**src/rtl/sysreg_pkg.sv**
```systemverilog
package sysreg_pkg;
  typedef logic [4:0]  regnum_t;
  typedef logic [2:0]  sel_t;
  typedef logic [31:0] word_t;

  localparam int NREG = 32;

  localparam regnum_t REG_RANDOM  = 5'd1;
  localparam regnum_t REG_WIRED   = 5'd6;
  localparam regnum_t REG_COMPARE = 5'd11;
  localparam regnum_t REG_STATUS  = 5'd12;
  localparam regnum_t REG_PRID    = 5'd15;
  localparam regnum_t REG_CONFIG  = 5'd16;
  localparam regnum_t REG_DEBUG   = 5'd23;

  localparam word_t EBASE_KEEP  = 32'h3FFF_F000;
  localparam word_t EBASE_FORCE = 32'h8000_0000;
  localparam word_t CFG0_WMASK  = 32'h0000_0003;
endpackage

```
**src/rtl/sysreg_lfsr.sv**
```systemverilog
module sysreg_lfsr #(
  parameter int          TLB_ENTRIES = 16,
  parameter int          LFSR_W      = 16,
  parameter logic [15:0] TAPS        = 16'hB400,
  parameter logic [15:0] SEED        = 16'hACE1,
  localparam int         IDX_W       = $clog2(TLB_ENTRIES)
) (
  input  logic             clk,
  input  logic             rst_n,
  output logic [IDX_W-1:0] idx_o
);
  logic [LFSR_W-1:0] lfsr_q, lfsr_d;

  always_comb begin
    lfsr_d = {1'b0, lfsr_q[LFSR_W-1:1]};
    if (lfsr_q[0]) lfsr_d = lfsr_d ^ TAPS[LFSR_W-1:0];
  end

  always_ff @(posedge clk or negedge rst_n) begin
    if (!rst_n) lfsr_q <= SEED[LFSR_W-1:0];
    else        lfsr_q <= lfsr_d;
  end

  assign idx_o = IDX_W'(lfsr_q % LFSR_W'(TLB_ENTRIES));
endmodule

```
**src/rtl/sysreg_wr_dec.sv**
```systemverilog
module sysreg_wr_dec
  import sysreg_pkg::*;
#(
  parameter logic [7:0] CFG_USABLE = 8'h03,
  parameter word_t      DBG_WMASK  = 32'h1230_0F00
) (
  input  logic    wr_en,
  input  regnum_t wr_reg,
  input  sel_t    wr_sel,
  input  word_t   wr_word,
  input  word_t   old_word,
  output logic    gen_we,
  output word_t   gen_wdata,
  output logic    intctl_we,
  output logic    ebase_we,
  output word_t   ebase_wdata,
  output logic    clr_d
);
  logic sel0;
  assign sel0 = (wr_sel == 3'd0);

  always_comb begin
    gen_we      = 1'b0;
    gen_wdata   = wr_word;
    intctl_we   = 1'b0;
    ebase_we    = 1'b0;
    ebase_wdata = (wr_word & EBASE_KEEP) | EBASE_FORCE;
    clr_d       = 1'b0;
    if (wr_en) begin
      unique case (wr_reg)
        REG_RANDOM, REG_WIRED: ;
        REG_STATUS: begin
          gen_we    = sel0;
          intctl_we = (wr_sel == 3'd1);
        end
        REG_PRID:    ebase_we = (wr_sel == 3'd1);
        REG_CONFIG: begin
          gen_we    = sel0 && CFG_USABLE[0];
          gen_wdata = (old_word & ~CFG0_WMASK) | (wr_word & CFG0_WMASK);
        end
        REG_DEBUG: begin
          gen_we    = sel0;
          gen_wdata = (old_word & ~DBG_WMASK) | (wr_word & DBG_WMASK);
        end
        REG_COMPARE: begin
          gen_we = sel0;
          clr_d  = sel0;
        end
        default:     gen_we = sel0;
      endcase
    end
  end
endmodule

```
**src/rtl/sysreg_rd_mux.sv**
```systemverilog
module sysreg_rd_mux
  import sysreg_pkg::*;
#(
  parameter int         TLB_ENTRIES  = 16,
  parameter word_t      PRID_VALUE   = 32'h0001_8765,
  parameter word_t      CFG_RO_VALUE = 32'h9E19_0C8A,
  parameter logic [7:0] CFG_USABLE   = 8'h03,
  localparam int        IDX_W        = $clog2(TLB_ENTRIES)
) (
  input  regnum_t          rd_reg,
  input  sel_t             rd_sel,
  input  word_t            regs_i [NREG],
  input  word_t            intctl_i,
  input  word_t            ebase_i,
  input  logic [IDX_W-1:0] rand_i,
  output word_t            rd_word
);
  always_comb begin
    rd_word = '0;
    unique case (rd_reg)
      REG_RANDOM: if (rd_sel == 3'd0) rd_word = 32'(rand_i);
      REG_STATUS: begin
        if (rd_sel == 3'd0)      rd_word = regs_i[REG_STATUS];
        else if (rd_sel == 3'd1) rd_word = intctl_i;
      end
      REG_PRID: begin
        if (rd_sel == 3'd0)      rd_word = PRID_VALUE;
        else if (rd_sel == 3'd1) rd_word = ebase_i;
      end
      REG_CONFIG: begin
        if (CFG_USABLE[rd_sel])
          rd_word = (rd_sel == 3'd0) ? regs_i[REG_CONFIG] : CFG_RO_VALUE;
      end
      default: if (rd_sel == 3'd0) rd_word = regs_i[rd_reg];
    endcase
  end
endmodule

```
**src/rtl/sysreg_file.sv**
```systemverilog
module sysreg_file
  import sysreg_pkg::*;
#(
  parameter int         GPR_W        = 64,
  parameter int         TLB_ENTRIES  = 16,
  parameter word_t      PRID_VALUE   = 32'h0001_8765,
  parameter word_t      CFG0_RESET   = 32'h8000_0482,
  parameter word_t      CFG_RO_VALUE = 32'h9E19_0C8A,
  parameter logic [7:0] CFG_USABLE   = 8'h03,
  parameter word_t      DBG_WMASK    = 32'h1230_0F00,
  localparam int        IDX_W        = $clog2(TLB_ENTRIES)
) (
  input  logic             clk,
  input  logic             rst_n,
  input  logic             wr_en,
  input  logic [4:0]       wr_reg,
  input  logic [2:0]       wr_sel,
  input  logic [GPR_W-1:0] wr_data,
  input  logic [4:0]       rd_reg,
  input  logic [2:0]       rd_sel,
  output logic [GPR_W-1:0] rd_data,
  output logic             timer_clr
);
  logic [1:0] rst_sync_q;
  logic       rst_i_n;

  always_ff @(posedge clk or negedge rst_n) begin
    if (!rst_n) rst_sync_q <= 2'b00;
    else        rst_sync_q <= {rst_sync_q[0], 1'b1};
  end
  assign rst_i_n = rst_sync_q[1];

  word_t            regs_q [NREG];
  word_t            intctl_q, ebase_q;
  logic             gen_we, intctl_we, ebase_we, clr_d;
  word_t            gen_wdata, ebase_wdata, rd_word;
  logic [IDX_W-1:0] rand_idx;

  sysreg_wr_dec #(.CFG_USABLE(CFG_USABLE), .DBG_WMASK(DBG_WMASK)) u_wr_dec (
    .wr_en(wr_en), .wr_reg(wr_reg), .wr_sel(wr_sel), .wr_word(wr_data[31:0]),
    .old_word(regs_q[wr_reg]), .gen_we(gen_we), .gen_wdata(gen_wdata),
    .intctl_we(intctl_we), .ebase_we(ebase_we), .ebase_wdata(ebase_wdata),
    .clr_d(clr_d)
  );

  sysreg_lfsr #(.TLB_ENTRIES(TLB_ENTRIES)) u_lfsr (
    .clk(clk), .rst_n(rst_i_n), .idx_o(rand_idx)
  );

  always_ff @(posedge clk or negedge rst_i_n) begin
    if (!rst_i_n) begin
      for (int i = 0; i < NREG; i++)
        regs_q[i] <= (i == int'(REG_CONFIG)) ? CFG0_RESET : '0;
    end else if (gen_we) begin
      regs_q[wr_reg] <= gen_wdata;
    end
  end

  always_ff @(posedge clk or negedge rst_i_n) begin
    if (!rst_i_n)       intctl_q <= '0;
    else if (intctl_we) intctl_q <= wr_data[31:0];
  end

  always_ff @(posedge clk or negedge rst_i_n) begin
    if (!rst_i_n)      ebase_q <= EBASE_FORCE;
    else if (ebase_we) ebase_q <= ebase_wdata;
  end

  always_ff @(posedge clk or negedge rst_i_n) begin
    if (!rst_i_n) timer_clr <= 1'b0;
    else          timer_clr <= clr_d;
  end

  sysreg_rd_mux #(
    .TLB_ENTRIES(TLB_ENTRIES), .PRID_VALUE(PRID_VALUE),
    .CFG_RO_VALUE(CFG_RO_VALUE), .CFG_USABLE(CFG_USABLE)
  ) u_rd_mux (
    .rd_reg(rd_reg), .rd_sel(rd_sel), .regs_i(regs_q), .intctl_i(intctl_q),
    .ebase_i(ebase_q), .rand_i(rand_idx), .rd_word(rd_word)
  );

  generate
    if (GPR_W > 32) begin : g_sext
      assign rd_data = {{(GPR_W-32){rd_word[31]}}, rd_word};
    end else begin : g_plain
      assign rd_data = rd_word;
    end
  endgenerate
endmodule

```
**config.mk**
```make
export PLATFORM = sky130hd
export DESIGN_NAME = sysreg_file
export DESIGN_NICKNAME = d
export VERILOG_FILES = /design/src/rtl/sysreg_pkg.sv /design/src/rtl/sysreg_lfsr.sv /design/src/rtl/sysreg_wr_dec.sv /design/src/rtl/sysreg_rd_mux.sv /design/src/rtl/sysreg_file.sv
export SDC_FILE = /design/constraint.sdc
export NUM_CORES = 2
export LEC_CHECK = 0
export BUFFER_PORTS_ARGS = -buffer_cell sky130_fd_sc_hd__buf_2
export CORE_MARGIN = 1.5
export CORE_UTILIZATION = 30
export CTS_CLUSTER_SIZE = 16
export DETAILED_ROUTE_END_ITERATION = 8
export SYNTH_ARGS = -nofsm -noshare
export SYNTH_HDL_FRONTEND = slang
export SYNTH_HIERARCHICAL = 1
export SYNTH_SLANG_ARGS = --single-unit
```
**constraint.sdc**
```tcl
create_clock -name clk -period 38.8 [get_ports clk]
set_input_delay 7.76 -clock clk [delete_from_list [all_inputs] [get_ports clk]]
set_output_delay 7.76 -clock clk [all_outputs]
set_load 0.01 [all_outputs]
```
; ---- Word-level counts from Yosys, hierarchy flattened
; Memory sizes are Yosys's and may differ from the RTL's.
; Cells that the tools add are included.
[word_totals]
ff_bits = 1093
word_cells = 94
mem_count = 1
rom_bits = 8
out_inout_bits = 65
[classes]
mux = 30
reduce_logical = 4
n_bitwise = 5
eq_ne = 13
magnitude_cmp = 4
[mem_list]
columns = name, words, word_bits, rd, rd_clocked_by_memory_dff, write_ports, line_no
row1 = (no name shown), 8, 1, 1, 0, 0, sysreg_rd_mux.sv:31  ; if (CFG_USABLE[rd_sel])
[ops]
columns = cell, n
row1 = bitwise mux 1024 bit, 1
row2 = two-way mux 32 bit, 13
row3 = binary-select mux 32 bit (select 5 bit), 2
row4 = demux 32 bit (select 5 bit), 1
row5 = case mux 32 bit (4 select lines), 1
row6 = case mux 32 bit (2 select lines), 1
row7 = bitwise OR 32 x 2 -> 32 bit, 1
row8 = bitwise OR 32 x 29 -> 32 bit, 1
row9 = "equality test 5 x 4 -> 1 bit, second input constant", 5
row10 = two-way mux 16 bit, 1
row11 = "equality test 5 bit, second input constant", 3
row12 = ">= comparator 6 bit, second input constant", 2
row13 = NOT 5 -> 6 bit, 2
row14 = "equality test 5 x 1 -> 1 bit, second input constant", 2
row15 = two-way mux 1 bit, 9
row16 = "equality test 3 x 1 -> 1 bit, second input constant", 2
row17 = logical NOT 3 bit, 2
row18 = "less-than comparator 6 x 1 -> 1 bit, second input constant", 1
row19 = "equality test 5 x 3 -> 1 bit, second input constant", 1
row20 = "less-than comparator 3 x 4 -> 1 bit, second input constant", 1
row21 = two-way mux 4 bit, 1
row22 = NOT 3 -> 4 bit, 1
row23 = OR reduction 3 bit, 1
row24 = logical AND 1 bit, 1

; ---- Longest topological paths before layout
[logic_depth]
word_depth = 8
mapped_depth = 12
depth_no_buf = 7

; ---- Hierarchy
; Netlist, hierarchy kept.
[modules_own_cells]
columns = mod, instances, area_each_um2, cells_each, seq_area_each_um2
row1 = sysreg_file, 1, 49170.9, 3467, 27307.4
row2 = sysreg_rd_mux, 1, 9481.6, 890, 0.0
row3 = sysreg_wr_dec, 1, 1370.1, 167, 0.0
row4 = sysreg_lfsr, 1, 466.7, 23, 410.4

; ---- Worst setup path before layout
; Ideal clock, no wire load.
[synth_timing]
path_type = input port to output port
startpoint = in rd_reg[1]
endpoint = out rd_data[32]
cell_stages = 8
slack_ns = 20.967
arrival_ns = 10.073
path_buffers = 3
path_cell_list = buf_6 buf_12 mux4_2 mux2_4 a221oi_2 a211oi_1 or4_1 buf_4
[synth_between]
elab_chain_len = 6
word_cells_on_any_way = 10
classes_between = eq/ne: 4 / mux: 5 / bitwise: 1
[synth_rtl]
columns = item, line_no
row1 = "start, declared", sysreg_file.sv:19  ; input logic [4:0] rd_reg,
row2 = NOT 5 -> 6 bit (implied by the code), sysreg_rd_mux.sv:34  ; default: if (rd_sel == 3'd0) rd_word = regs_i[rd_reg];
row3 = binary-select mux 32 bit (select 5 bit), sysreg_rd_mux.sv:34
row4 = two-way mux 32 bit (implied by the code) (2 in series), sysreg_rd_mux.sv:34
row5 = two-way mux 32 bit, sysreg_rd_mux.sv:34
row6 = case mux 32 bit (4 select lines) (*), sysreg_rd_mux.sv:20  ; unique case (rd_reg)
row7 = "end, declared", sysreg_file.sv:21  ; output logic [GPR_W-1:0] rd_data,
; Every way passes the cells marked *; elsewhere a longest branch is shown, timed or not. The select of a mux whose other input is x is not followed.

; ---- Final worst setup path
[layout_timing]
startpoint = in rd_reg[0]
endpoint = out rd_data[34]
; The elaborated chain is that of the path after synthesis.

==> flow_summary_export.csv <==
group,metric,value,unit
timing,hold_viol,0,
worst_setup_path,worstSetupStartpointType,"primary input",
global_route,grt_antenna_before_repair,24,
pwr,power_density,40.9,nW/µm²
worst_setup_path,worstSetupEndpointType,"output port",
synth,synth_area_per_cell,13.3,µm²
floorplanning,io_pins,148,
clock_tree,htree_levels,4,
timing,worst_slew_margin_rel,11.2,%
clock_tree,cts_tree,"done",
drt,drcViolationCount,0,
layout,syn2layout_area_growth,11.1,%
drt,viasPerCell,6.00,
placed_design,hpwlAfterDp,130000,µm
min_path,min_path_type,"flip-flop to flip-flop",
timing,setup_viol,0,
drt,routed-via-count,43100,
synth,synth_cells,4547,
pwr,peakVddDrop,0.0000392,V
timing,hold_slack,0.346,ns
synth,ys_async_sr_fraction,100,%
synth,synth_top_area_cell,"dfrtp_1",
layout,final_net_count,4493,
synth,ys_warn_count,6,
timing,setup_ws,18.62,ns
clock_tree,ctsResizeCount,0,
placed_design,dp_slack,18.71,ns
synth,yosysMostFrequentCell,"dfrtp_1",
placed_design,place_inst,6934,
global_route,grt_max_degree,175,
clock_tree,ctsHoldBuffers,0,
global_route,grt_pass1_wl,326000,µm
global_route,grt_usage,22.3,%
worst_setup_path,crit_path_max_fanout,42,
timing,rsz0062_at_grt,"no",
synth,synth_top_area_share,45.3,%
global_route,grt_overflow_total,0,
drt,drt-pass1-iter-count,6,
timing,drv_slew,0,
layout,drive_gt1_share,40.5,%
synth,synth_edf_count,0,
synth,ys_top_cells_by_area,"dfrtp_1 (45%), mux2_2 (20%), mux2i_1 (11%), mux4_2 (6.6%), o22ai_1 (3.1%)",
worst_setup_path,crit_arrival,12.42,ns
layout,fin_cells,7177,
synth,synthesis.area,60500,µm²
global_route,grt_pass1_vias,43100,
pwr,p_total,2750,µW
clock_tree,tritoncts.num_buffers,130,
run_status,outcome,"finished, final reports clean",
drt,drtIter0Drc,5159,
run,drv_cap,0,
floorplanning,start_util,30.2,%
floorplanning,coreArea,200000,µm²
synth,yosysUniqueCellTypes,79,
clock_tree,cts.sinks,1107,
timing,setup_tns,0,ns
placed_design,port_buffers,115,
clock_tree,cts-root-buf,"clkbuf_16",
timing,clock-skew-final,0.0256,ns
synth,synth_seq_cells,1107,
synth,yosysSeqAreaShare,45.8,%
worst_setup_path,cp_data_required_time,31.04,ns
floorplanning,die_h,452,µm
placed_design,place.gp.congestion,0.839,
floorplanning,dieWidth,452,µm
clock_tree,clk_pin_slew,0.05,ns
drt,wirelength,233000,µm
timing,fmax,49.5,MHz
timing,period_share,52.0,%
drt,ant_nets,0,
timing,period_needed,20.18,ns
floorplanning,fp.dieArea,204000,µm²
drt,avgRoutedWirePerCell,32.5,µm
synth,yosys_most_used_dff,"dfrtp_1",
clock_tree,clockBufferDepth,3,
worst_setup_path,path_class,"primary input to output port",
floorplanning,fp-row-count,164,
synth,synth_common_cells,"dfrtp_1 (1,094), mux2_2 (1,074), mux2i_1 (667), o22ai_1 (296), clkbuf_1 (181)",
pwr,total_leakage_power,0.0313,µW
clock_tree,postCtsSetupBuffers,0,
clock_tree,clk_latency,0.78,ns
timing,tightest_slew,1.33,ns
path summary, 6_finish.rpt:
kind / to / cells past startpoint / from / slack, ns
setup / recovery: rd_data[34] / 9 / rd_reg[0] / 18.62
hold / removal: rst_sync_q[1]$_DFF_PN0_ / 0 / rst_sync_q[0]$_DFF_PN0_ / 0.35
setup reg to reg: regs_q[392]$_DFFE_PN0P_ / 5 / rst_sync_q[1]$_DFF_PN0_ / 33.30
hold reg to reg: rst_sync_q[1]$_DFF_PN0_ / 0 / rst_sync_q[0]$_DFF_PN0_ / 0.35
max in group asynchronous: rst_sync_q[1]$_DFF_PN0_ / 1 / rst_n / 31.93
min in group asynchronous: regs_q[823]$_DFFE_PN0P_ / 0 / rst_sync_q[1]$_DFF_PN0_ / 0.49
area by class of cell:
class | instances | area (µm²)
Fill cell | 19600 | 133000
Multi-Input combinational cell | 2896 | 30200
Sequential cell | 1107 | 27700
Clock buffer | 196 | 3790
Tap cell | 2656 | 3320
Timing Repair Buffer | 251 | 1700
Clock inverter | 35 | 404
Inverter | 24 | 90.1
Antenna cell | 12 | 30.0
registers in the layout, indices dropped and copies added (netlist names):
| signal | count |
|---|---|
| regs_q | 1024 |
| ebase_q | 32 |
| intctl_q | 32 |
| u_lfsr/lfsr_q | 16 |
| rst_sync_q | 2 |
| timer_clr | 1 |
power by group:
group          switching [µW]  total (µW)  internal, µW
logic                     169         279           111
registers                39.8        1250          1210
clock network             513        1230           715
critical path, stage by stage:
cell and delay [ns]:
buf_8 0.39, buf_4 0.61, buf_4 0.71, nor2b_1 0.28, and3_1 0.39, and3_2 0.83, a22o_1 0.26, or4_1 0.73
buf_2 0.28
routing by layer:
layer / global-route usage, % / part of all wire [%] / wire (µm)
met1: 28.5 / 40 / 92400
met2: 34.4 / 45 / 104000
met3: 5.38 / 9.4 / 21900
met4: 12.6 / 6.1 / 14200
met5: 0 / 0.041 / 95
layout by cell type, fill, tap and decap left out, types with 17 or more instances in the layout:
master | netlist | layout
inv_1 | 23 | 23
a221oi_2 | 21 | 23
a22o_1 | 17 | 17
mux2i_1 | 667 | 667
clkinv_2 | 0 | 18
nand2_1 | 89 | 76
mux4_2 | 176 | 176
buf_2 | 178 | 106
mux2_1 | 58 | 58
a211o_1 | 19 | 19
a22oi_1 | 24 | 24
a211oi_1 | 41 | 41
a211oi_2 | 20 | 20
clkbuf_1 | 181 | 42
dfrtp_1 | 1094 | 1093
clkbuf_8 | 0 | 20
clkbuf_16 | 0 | 134
nor2_1 | 34 | 31
buf_4 | 137 | 137
mux2_2 | 1074 | 1074
nor4_1 | 65 | 65
a21oi_1 | 32 | 32
o221ai_1 | 36 | 36
o22ai_1 | 296 | 296
kinds of logic after synthesis:
group / count (synthesis) / synth area share [%]
flip-flops: 1107 / 45.8
AND/OR/NAND/NOR: 297 / 2.90
buffers and inverters: 556 / 4.96
other: 3 / 0.0186
XOR/XNOR: 5 / 0.0724
multiplexers: 1980 / 38.9
AO/OA/AOI/OAI: 599 / 7.36
through the flow:
stage / utilization, % / instance area, µm²
after CTS: 33.6 / 67200
after global routing: 33.6 / 67200
after global placement: 31.5 / 63000
after floorplan: - / 60500
after detailed placement: 31.5 / 63000
final: 33.6 / 67200
Note: power is estimated with default switching activity, not from simulation.
